[config.mk]
export PLATFORM = sky130hd
export DESIGN_NAME = adc_seq_ctrl
export DESIGN_NICKNAME = d
export VERILOG_FILES = /design/src/rtl/adc_seq_pkg.sv /design/src/rtl/adc_seq_ctlmem.sv /design/src/rtl/adc_seq_fsm.sv /design/src/rtl/adc_seq_resmem.sv /design/src/rtl/adc_seq_ctrl.sv
export SDC_FILE = /design/constraint.sdc
export NUM_CORES = 1
export LEC_CHECK = 0
export ABC_AREA = 1
export ABC_CLOCK_PERIOD_IN_PS = 2100
export BUFFER_PORTS_ARGS = -buffer_cell sky130_fd_sc_hd__buf_4
export CAP_MARGIN = 30
export CORE_MARGIN = 4
export CORE_UTILIZATION = 23
export CTS_CLUSTER_SIZE = 25
export DETAILED_ROUTE_END_ITERATION = 10
export PLACE_DENSITY = 0.39
export SYNTH_ARGS = -nofsm -noshare
export SYNTH_HDL_FRONTEND = slang
export SYNTH_SLANG_ARGS = --single-unit
[constraint.sdc]
create_clock -name clk -period 2.1 [get_ports clk]
set_input_delay 0 -clock clk [delete_from_list [all_inputs] [get_ports clk]]
set_output_delay 0 -clock clk [all_outputs]
set_load 0.05 [all_outputs]
[src/rtl/adc_seq_pkg.sv]
package adc_seq_pkg;

  typedef enum logic [1:0] {
    MODE_SINGLE     = 2'd0,
    MODE_SEQ        = 2'd1,
    MODE_RPT_SINGLE = 2'd2,
    MODE_RPT_SEQ    = 2'd3
  } seq_mode_e;

  typedef enum logic [1:0] {
    ST_IDLE  = 2'd0,
    ST_ISSUE = 2'd1,
    ST_WAIT  = 2'd2
  } seq_state_e;

  function automatic logic mode_repeats(input seq_mode_e m);
    return (m == MODE_RPT_SINGLE) || (m == MODE_RPT_SEQ);
  endfunction

  function automatic logic mode_walks(input seq_mode_e m);
    return (m == MODE_SEQ) || (m == MODE_RPT_SEQ);
  endfunction

endpackage

[src/rtl/adc_seq_ctlmem.sv]
module adc_seq_ctlmem #(
  parameter int N_ENT = 16,
  parameter int CW    = 7,
  localparam int AW   = $clog2(N_ENT)
) (
  input  logic          clk,
  input  logic          we,
  input  logic [AW-1:0] waddr,
  input  logic [CW-1:0] wdata,
  input  logic [AW-1:0] raddr,
  output logic [CW-1:0] rdata
);

  // Small distributed memory: synchronous write, asynchronous read.
  logic [CW-1:0] words [N_ENT];

  always_ff @(posedge clk) begin
    if (we) words[waddr] <= wdata;
  end

  assign rdata = words[raddr];

endmodule

[src/rtl/adc_seq_fsm.sv]
module adc_seq_fsm
  import adc_seq_pkg::*;
#(
  parameter int N_ENT = 16,
  parameter int RES_W = 12,
  parameter int CH_W  = 4,
  parameter int REF_W = 2,
  localparam int AW   = $clog2(N_ENT),
  localparam int CW   = CH_W + REF_W + 1
) (
  input  logic             clk,
  input  logic             rst,
  input  seq_mode_e        mode,
  input  logic [AW-1:0]    start_addr,
  input  logic             enable,
  input  logic             trig_sel,
  input  logic             sw_start,
  input  logic             tmr_trig,
  input  logic [CW-1:0]    ctl_word,
  input  logic             conv_done,
  input  logic [RES_W-1:0] conv_result,
  output logic [AW-1:0]    idx,
  output logic             conv_start,
  output logic [CH_W-1:0]  conv_chan,
  output logic [REF_W-1:0] conv_ref,
  output logic             busy,
  output logic             wr_en,
  output logic [AW-1:0]    wr_addr,
  output logic [RES_W-1:0] wr_data
);

  seq_state_e state;
  seq_mode_e  cur_mode;
  logic       cur_eos;
  logic       armed;
  logic       en_q;
  logic       trig;
  logic       accept;
  logic       last;
  logic       pass_end;

  assign trig     = trig_sel ? tmr_trig : sw_start;
  assign accept   = (state == ST_IDLE) && enable && trig && (mode_repeats(mode) || armed);
  assign last     = mode_walks(cur_mode) ? cur_eos : 1'b1;
  assign pass_end = (state == ST_WAIT) && conv_done && last;

  // Arming for the non-repeat modes: a rising enable arms, a finished pass disarms.
  always_ff @(posedge clk) begin
    if (rst) begin
      en_q  <= 1'b0;
      armed <= 1'b0;
    end else begin
      en_q <= enable;
      if (enable && !en_q)                          armed <= 1'b1;
      else if (pass_end && !mode_repeats(cur_mode)) armed <= 1'b0;
    end
  end

  always_ff @(posedge clk) begin
    if (rst) begin
      state      <= ST_IDLE;
      cur_mode   <= MODE_SINGLE;
      cur_eos    <= 1'b0;
      idx        <= '0;
      busy       <= 1'b0;
      conv_start <= 1'b0;
      conv_chan  <= '0;
      conv_ref   <= '0;
      wr_en      <= 1'b0;
      wr_addr    <= '0;
      wr_data    <= '0;
    end else begin
      conv_start <= 1'b0;
      wr_en      <= 1'b0;
      case (state)
        ST_IDLE: begin
          if (accept) begin
            cur_mode <= mode;
            idx      <= start_addr;
            busy     <= 1'b1;
            state    <= ST_ISSUE;
          end
        end
        ST_ISSUE: begin
          conv_start <= 1'b1;
          conv_chan  <= ctl_word[CH_W-1:0];
          conv_ref   <= ctl_word[CH_W+REF_W-1:CH_W];
          cur_eos    <= ctl_word[CW-1];
          state      <= ST_WAIT;
        end
        ST_WAIT: begin
          if (conv_done) begin
            wr_en   <= 1'b1;
            wr_addr <= idx;
            wr_data <= conv_result;
            if (last) begin
              busy  <= 1'b0;
              state <= ST_IDLE;
            end else begin
              idx   <= (idx == AW'(N_ENT - 1)) ? '0 : idx + 1'b1;
              state <= ST_ISSUE;
            end
          end
        end
        default: state <= ST_IDLE;
      endcase
    end
  end

  // a start pulse is only issued inside a pass
  a_r7_start_in_pass: assert property (@(posedge clk) disable iff (rst)
    conv_start |-> busy);

  // the converter start is a single-cycle pulse
  a_r7_start_pulse: assert property (@(posedge clk) disable iff (rst)
    conv_start |=> !conv_start);

  // busy only drops together with the final store of the pass
  a_r7_busy_ends_on_store: assert property (@(posedge clk) disable iff (rst)
    $fell(busy) |-> wr_en);

endmodule

[src/rtl/adc_seq_resmem.sv]
module adc_seq_resmem #(
  parameter int N_ENT = 16,
  parameter int RES_W = 12,
  localparam int AW   = $clog2(N_ENT)
) (
  input  logic             clk,
  input  logic             rst,
  input  logic             wr_en,
  input  logic [AW-1:0]    wr_addr,
  input  logic [RES_W-1:0] wr_data,
  input  logic             rd_en,
  input  logic [AW-1:0]    rd_addr,
  output logic [RES_W-1:0] rd_data,
  input  logic [N_ENT-1:0] int_en,
  input  logic             ovf_clr,
  output logic [N_ENT-1:0] flags,
  output logic             ovf,
  output logic             irq
);

  // Block-RAM style: one write port, one registered read port, no reset.
  logic [RES_W-1:0] mem [N_ENT];

  always_ff @(posedge clk) begin
    if (wr_en) mem[wr_addr] <= wr_data;
  end

  always_ff @(posedge clk) begin
    if (rd_en) rd_data <= mem[rd_addr];
  end

  logic hit_pending;
  assign hit_pending = wr_en && flags[wr_addr] && !(rd_en && (rd_addr == wr_addr));

  // One flag per entry; a store in the same cycle wins over a read clear.
  for (genvar i = 0; i < N_ENT; i++) begin : g_flag
    always_ff @(posedge clk) begin
      if (rst)                                   flags[i] <= 1'b0;
      else if (wr_en && (wr_addr == AW'(i)))     flags[i] <= 1'b1;
      else if (rd_en && (rd_addr == AW'(i)))     flags[i] <= 1'b0;
    end
  end

  always_ff @(posedge clk) begin
    if (rst) begin
      ovf <= 1'b0;
      irq <= 1'b0;
    end else begin
      if (ovf_clr)          ovf <= 1'b0;
      else if (hit_pending) ovf <= 1'b1;
      irq <= |(flags & int_en);
    end
  end

  // a store always leaves its entry flagged
  a_r2_store_sets_flag: assert property (@(posedge clk) disable iff (rst)
    wr_en |=> flags[$past(wr_addr)]);

  // a read with no competing store clears the entry's flag
  a_r8_read_clears: assert property (@(posedge clk) disable iff (rst)
    (rd_en && !(wr_en && (wr_addr == rd_addr))) |=> !flags[$past(rd_addr)]);

  // overflow is sticky until cleared
  a_r9_ovf_sticky: assert property (@(posedge clk) disable iff (rst)
    (ovf && !ovf_clr) |=> ovf);

  // no interrupt while every flag is clear
  a_r10_irq_needs_flag: assert property (@(posedge clk) disable iff (rst)
    (flags == '0) |=> !irq);

endmodule

[src/rtl/adc_seq_ctrl.sv]
module adc_seq_ctrl
  import adc_seq_pkg::*;
#(
  parameter int N_ENT = 16,
  parameter int RES_W = 12,
  parameter int CH_W  = 4,
  parameter int REF_W = 2
) (
  input  logic                     clk,
  input  logic                     rst,
  input  logic                     enable,
  input  logic [1:0]               mode,
  input  logic [$clog2(N_ENT)-1:0] start_addr,
  input  logic                     trig_sel,
  input  logic                     sw_start,
  input  logic                     tmr_trig,
  input  logic                     ctl_we,
  input  logic [$clog2(N_ENT)-1:0] ctl_addr,
  input  logic [CH_W+REF_W:0]      ctl_wdata,
  input  logic                     rd_en,
  input  logic [$clog2(N_ENT)-1:0] rd_addr,
  output logic [RES_W-1:0]         rd_data,
  input  logic [N_ENT-1:0]         int_en,
  output logic [N_ENT-1:0]         flags,
  input  logic                     ovf_clr,
  output logic                     ovf,
  output logic                     irq,
  output logic                     busy,
  output logic                     conv_start,
  output logic [CH_W-1:0]          conv_chan,
  output logic [REF_W-1:0]         conv_ref,
  input  logic                     conv_done,
  input  logic [RES_W-1:0]         conv_result
);

  localparam int AW = $clog2(N_ENT);
  localparam int CW = CH_W + REF_W + 1;

  logic [AW-1:0]    idx;
  logic [CW-1:0]    ctl_word;
  logic             wr_en;
  logic [AW-1:0]    wr_addr;
  logic [RES_W-1:0] wr_data;

  adc_seq_ctlmem #(.N_ENT(N_ENT), .CW(CW)) u_ctl (
    .clk   (clk),
    .we    (ctl_we),
    .waddr (ctl_addr),
    .wdata (ctl_wdata),
    .raddr (idx),
    .rdata (ctl_word)
  );

  adc_seq_fsm #(.N_ENT(N_ENT), .RES_W(RES_W), .CH_W(CH_W), .REF_W(REF_W)) u_fsm (
    .clk         (clk),
    .rst         (rst),
    .mode        (seq_mode_e'(mode)),
    .start_addr  (start_addr),
    .enable      (enable),
    .trig_sel    (trig_sel),
    .sw_start    (sw_start),
    .tmr_trig    (tmr_trig),
    .ctl_word    (ctl_word),
    .conv_done   (conv_done),
    .conv_result (conv_result),
    .idx         (idx),
    .conv_start  (conv_start),
    .conv_chan   (conv_chan),
    .conv_ref    (conv_ref),
    .busy        (busy),
    .wr_en       (wr_en),
    .wr_addr     (wr_addr),
    .wr_data     (wr_data)
  );

  adc_seq_resmem #(.N_ENT(N_ENT), .RES_W(RES_W)) u_res (
    .clk     (clk),
    .rst     (rst),
    .wr_en   (wr_en),
    .wr_addr (wr_addr),
    .wr_data (wr_data),
    .rd_en   (rd_en),
    .rd_addr (rd_addr),
    .rd_data (rd_data),
    .int_en  (int_en),
    .ovf_clr (ovf_clr),
    .flags   (flags),
    .ovf     (ovf),
    .irq     (irq)
  );

endmodule

==> reports/qor.yml <==
fin_setup_tns_ns: 0
layout_worst_path_cycle_share_pct: 92.9
max_freq_ghz: 0.513
cp_max_fo: 6
clk_pin_slew_worst_paths_ns: 0.06
post-route-cell-area_um2: 18400
seq_area_frac_synth_pct: 72.6
critical_path_buf_inv_count: 4
startpoint_type: "primary input"
max_stage_delay_ns: 0.57
placed_cell_area_um2: 16500
detail_route.wl_per_cell_um: 20.1
skew_ns: 0.0263
finalCoreUtilization_pct: 29.7
cp_cell_sequence: "dlygate4sd3_1 -> buf_4 -> nand2_1 -> dlygate4sd3_1 -> nand3_2 -> a21oi_4 -> nand3_1 -> dlygate4sd3_1 -> a21oi_1"
min_period_ns: 1.95
slew_violations: 0
finalSetupViolCount: 0
h-tree-depth: 2
nets: 1419
swShare_pct: 25.3
die-height_um: 260
cts_tree: "built"
synthCells: 1161
clockBufferDepth: 3
gr-total-overflow: 0
grt_max_degree: 46
highest_layer: "met4"
drt_iter0_drc: 626
cp_slowest_cell: "dlygate4sd3_1"
layout_setup_ws_ns: 0.150
netlist_area_um2: 14600
rsz0062_at_grt: "false"
crit_family: "buffers and inverters"
met3_length_um: 1740
row_count: 91
root_buffer: "clkbuf_16"
ys_ff_latch: 370
wl_met1_um: 21100
p_int_uw: 13100
gp_congestion: 0.761
cpMostUsedCell: "dlygate4sd3_1"
multi_input_area_um2: 3470
vias: 9719
portBuffers: 96
dp_hpwl_um: 29400
async_flop_share_pct: 0
viasPerCell: 4.36
yosys_warnings: 0
cts_sinks: 370
start_util_pct: 23.4
ys_types: 37
violations: "negative hold slack"
slew_headroom_pct: 37.7
core_um2: 62200
status: "finished, violations left"
pwr-share-seq_pct: 47.0
comb_power_share_pct: 10.9
cap_violations: 0
synthesis.nets: 1221
p_leak_uw: 0.00669
die-area_um2: 67400
remaining_drc_errors: 0
critPathRequiredTime_ns: 2.60
hold_class: "primary input to flip-flop"
worstMarginPinSlew_ns: 0.932
grtUsageTotal_pct: 13.2
ant_nets: 0
cts_setup_buffers: 0
p_sw_uw: 4430
critical_path_class: "primary input to flip-flop"
drt_first_pass_iters: 5
area_growth_pct: 26.7
die_w_um: 260
avgSynthCellArea_um2: 12.5
endpoint_kind: "flip-flop"
antenna_found_initial: 2
clock_power_share_pct: 42.1
seq_area_um2: 10600
final_layout_size_suffix_gt1_share_pct: 17.4
synth_edf_count: 316
wl_um: 44900
power_density_nw_per_um2: 949
grt_pass1_vias: 9985
wl_met2_um: 21300
hold_ws_ns: -0.0174
pre_cts_slack_ns: 0.230
io_pins: 97
nFillCells: 6397
cp.arrival_ns: 2.45
cts_made_buffers: 43
final_hold_viol_count: 1
clk_latency_ns: 0.58
peakVddDrop_mv: 0.578
grt_pass1_wl_um: 67000
synth_ff_type: "edfxtp_1"
## worst paths after layout
| check | depth (start not counted) | end | slack [ns] | start |
|---|---|---|---|---|
| setup reg to reg | 8 | u_fsm.idx[1] | 0.23 | u_fsm.state[1] |
| hold / removal | 5 | u_res.irq | -0.02 | int_en[10] |
| hold reg to reg | 1 | u_fsm.armed | 0.43 | u_fsm.en_q |
| setup / recovery | 9 | u_fsm.idx[1] | 0.15 | trig_sel |
## layer usage
metal | vias up | global-route usage [%]
met4 | 0 | 3.31
met3 | 60 | 2.27
li1 | 4616 | -
met5 | - | 0
met2 | 194 | 21.6
met1 | 4849 | 18.3
## kinds of logic (layout without fill, tap and decap cells)
kind of cell | count (synthesis) | in the layout | synth area share (%)
AOI/OAI and AO/OA | 251 | 251 | 11.5
xor gates and xnor gates | 4 | 4 | 0.241
adders and majority gates | 1 | 1 | 0.0859
buffers and inverters | 108 | 340 | 3.58
DFF | 370 | 370 | 72.6
muxes | 1 | 1 | 0.0688
other | 0 | 1 | 0
and+or+nand+nor | 426 | 426 | 11.9
## cell usage after synthesis (2+ instances only)
cell	count	share of area, %
nor2_4	2	0.15
o21ai_1	7	0.24
nand2_1	236	6.1
nand2_2	2	0.086
buf_2	23	0.79
inv_2	6	0.15
o211ai_1	15	0.77
nand3_1	50	1.7
inv_1	45	1.2
o21ai_0	65	2.2
o22ai_1	8	0.34
buf_6	7	0.54
dfxtp_1	54	7.4
nand4_1	13	0.56
a21oi_1	53	1.8
xor2_1	2	0.12
a221oi_1	2	0.12
xnor2_1	2	0.12
clkbuf_1	17	0.44
a22oi_1	76	3.9
nor2_1	114	2.9
a22oi_2	20	1.7
nor3_1	4	0.14
buf_4	9	0.46
edfxtp_1	316	65
or2_2	2	0.086
## state kept, by name (all words and copies together), names as in the netlist, 2 cells and up
signal / cells
u_ctl.words: 112
u_fsm.conv_chan: 4
u_fsm.conv_ref: 2
u_fsm.cur_mode: 2
u_fsm.idx: 4
u_fsm.state: 2
u_fsm.wr_addr: 4
u_fsm.wr_data: 12
u_res.flags: 16
u_res.mem: 192
u_res.rd_data: 12
## through the flow
step	total power, µW	instances
finish	17500	2231
CTS	17800	2230
global placement	10200	2091
floorplan	9460	1161
detailed placement	10200	2091
global route	18300	2231
## worst min-delay path, delay by kind of cell
kind            cells  cell delay (ns)
simple gates        3             0.20
compound gates      1             0.20
buf+inv             1             0.07
## layout by cell type (no fill, tap or decap), types with 3 or more instances in the layout
| master | instances |
|---|---|
| edfxtp_1 | 316 |
| nand2_1 | 236 |
| buf_4 | 146 |
| nor2_1 | 114 |
| a22oi_1 | 76 |
| o21ai_0 | 65 |
| dlygate4sd3_1 | 60 |
| a21oi_1 | 53 |
| dfxtp_1 | 53 |
| nand3_1 | 50 |
| inv_1 | 45 |
| clkbuf_16 | 44 |
| a22oi_2 | 20 |
| clkbuf_1 | 17 |
| o211ai_1 | 15 |
| nand4_1 | 13 |
| o22ai_1 | 8 |
| o21ai_1 | 7 |
| inv_2 | 6 |
| clkinv_1 | 5 |
| nor3_1 | 4 |
| clkinv_2 | 4 |
| buf_12 | 4 |
| nor2_4 | 3 |
| bufinv_16 | 3 |
## power groups by stage
| stage | logic (µW) | clock network [µW] | registers [µW] |
|---|---|---|---|
| 2_1_floorplan | 965 | 0 | 8490 |
| 3_3_place_gp | 1860 | 0 | 8390 |
| 3_5_place_dp | 1860 | 0 | 8390 |
| 4_1_cts | 1960 | 7590 | 8230 |
| 5_1_grt | 2120 | 7900 | 8240 |
| 6_report | 1910 | 7360 | 8230 |
## repair_timing
action	4_1_cts	5_1_grt
hold endpoints to repair	183	0
resized for setup	0	0
hold buffers	60	0
## area by class of cell
class	instances	area share, %
Clock buffer	63	6.46
Antenna cell	1	0.0136
Tap cell	837	5.68
Inverter	51	1.04
Timing Repair Buffer	210	9.63
Clock inverter	16	1.06
Sequential cell	370	57.3
Multi-Input combinational cell	683	18.8
Power figures use the tool's default switching activity.
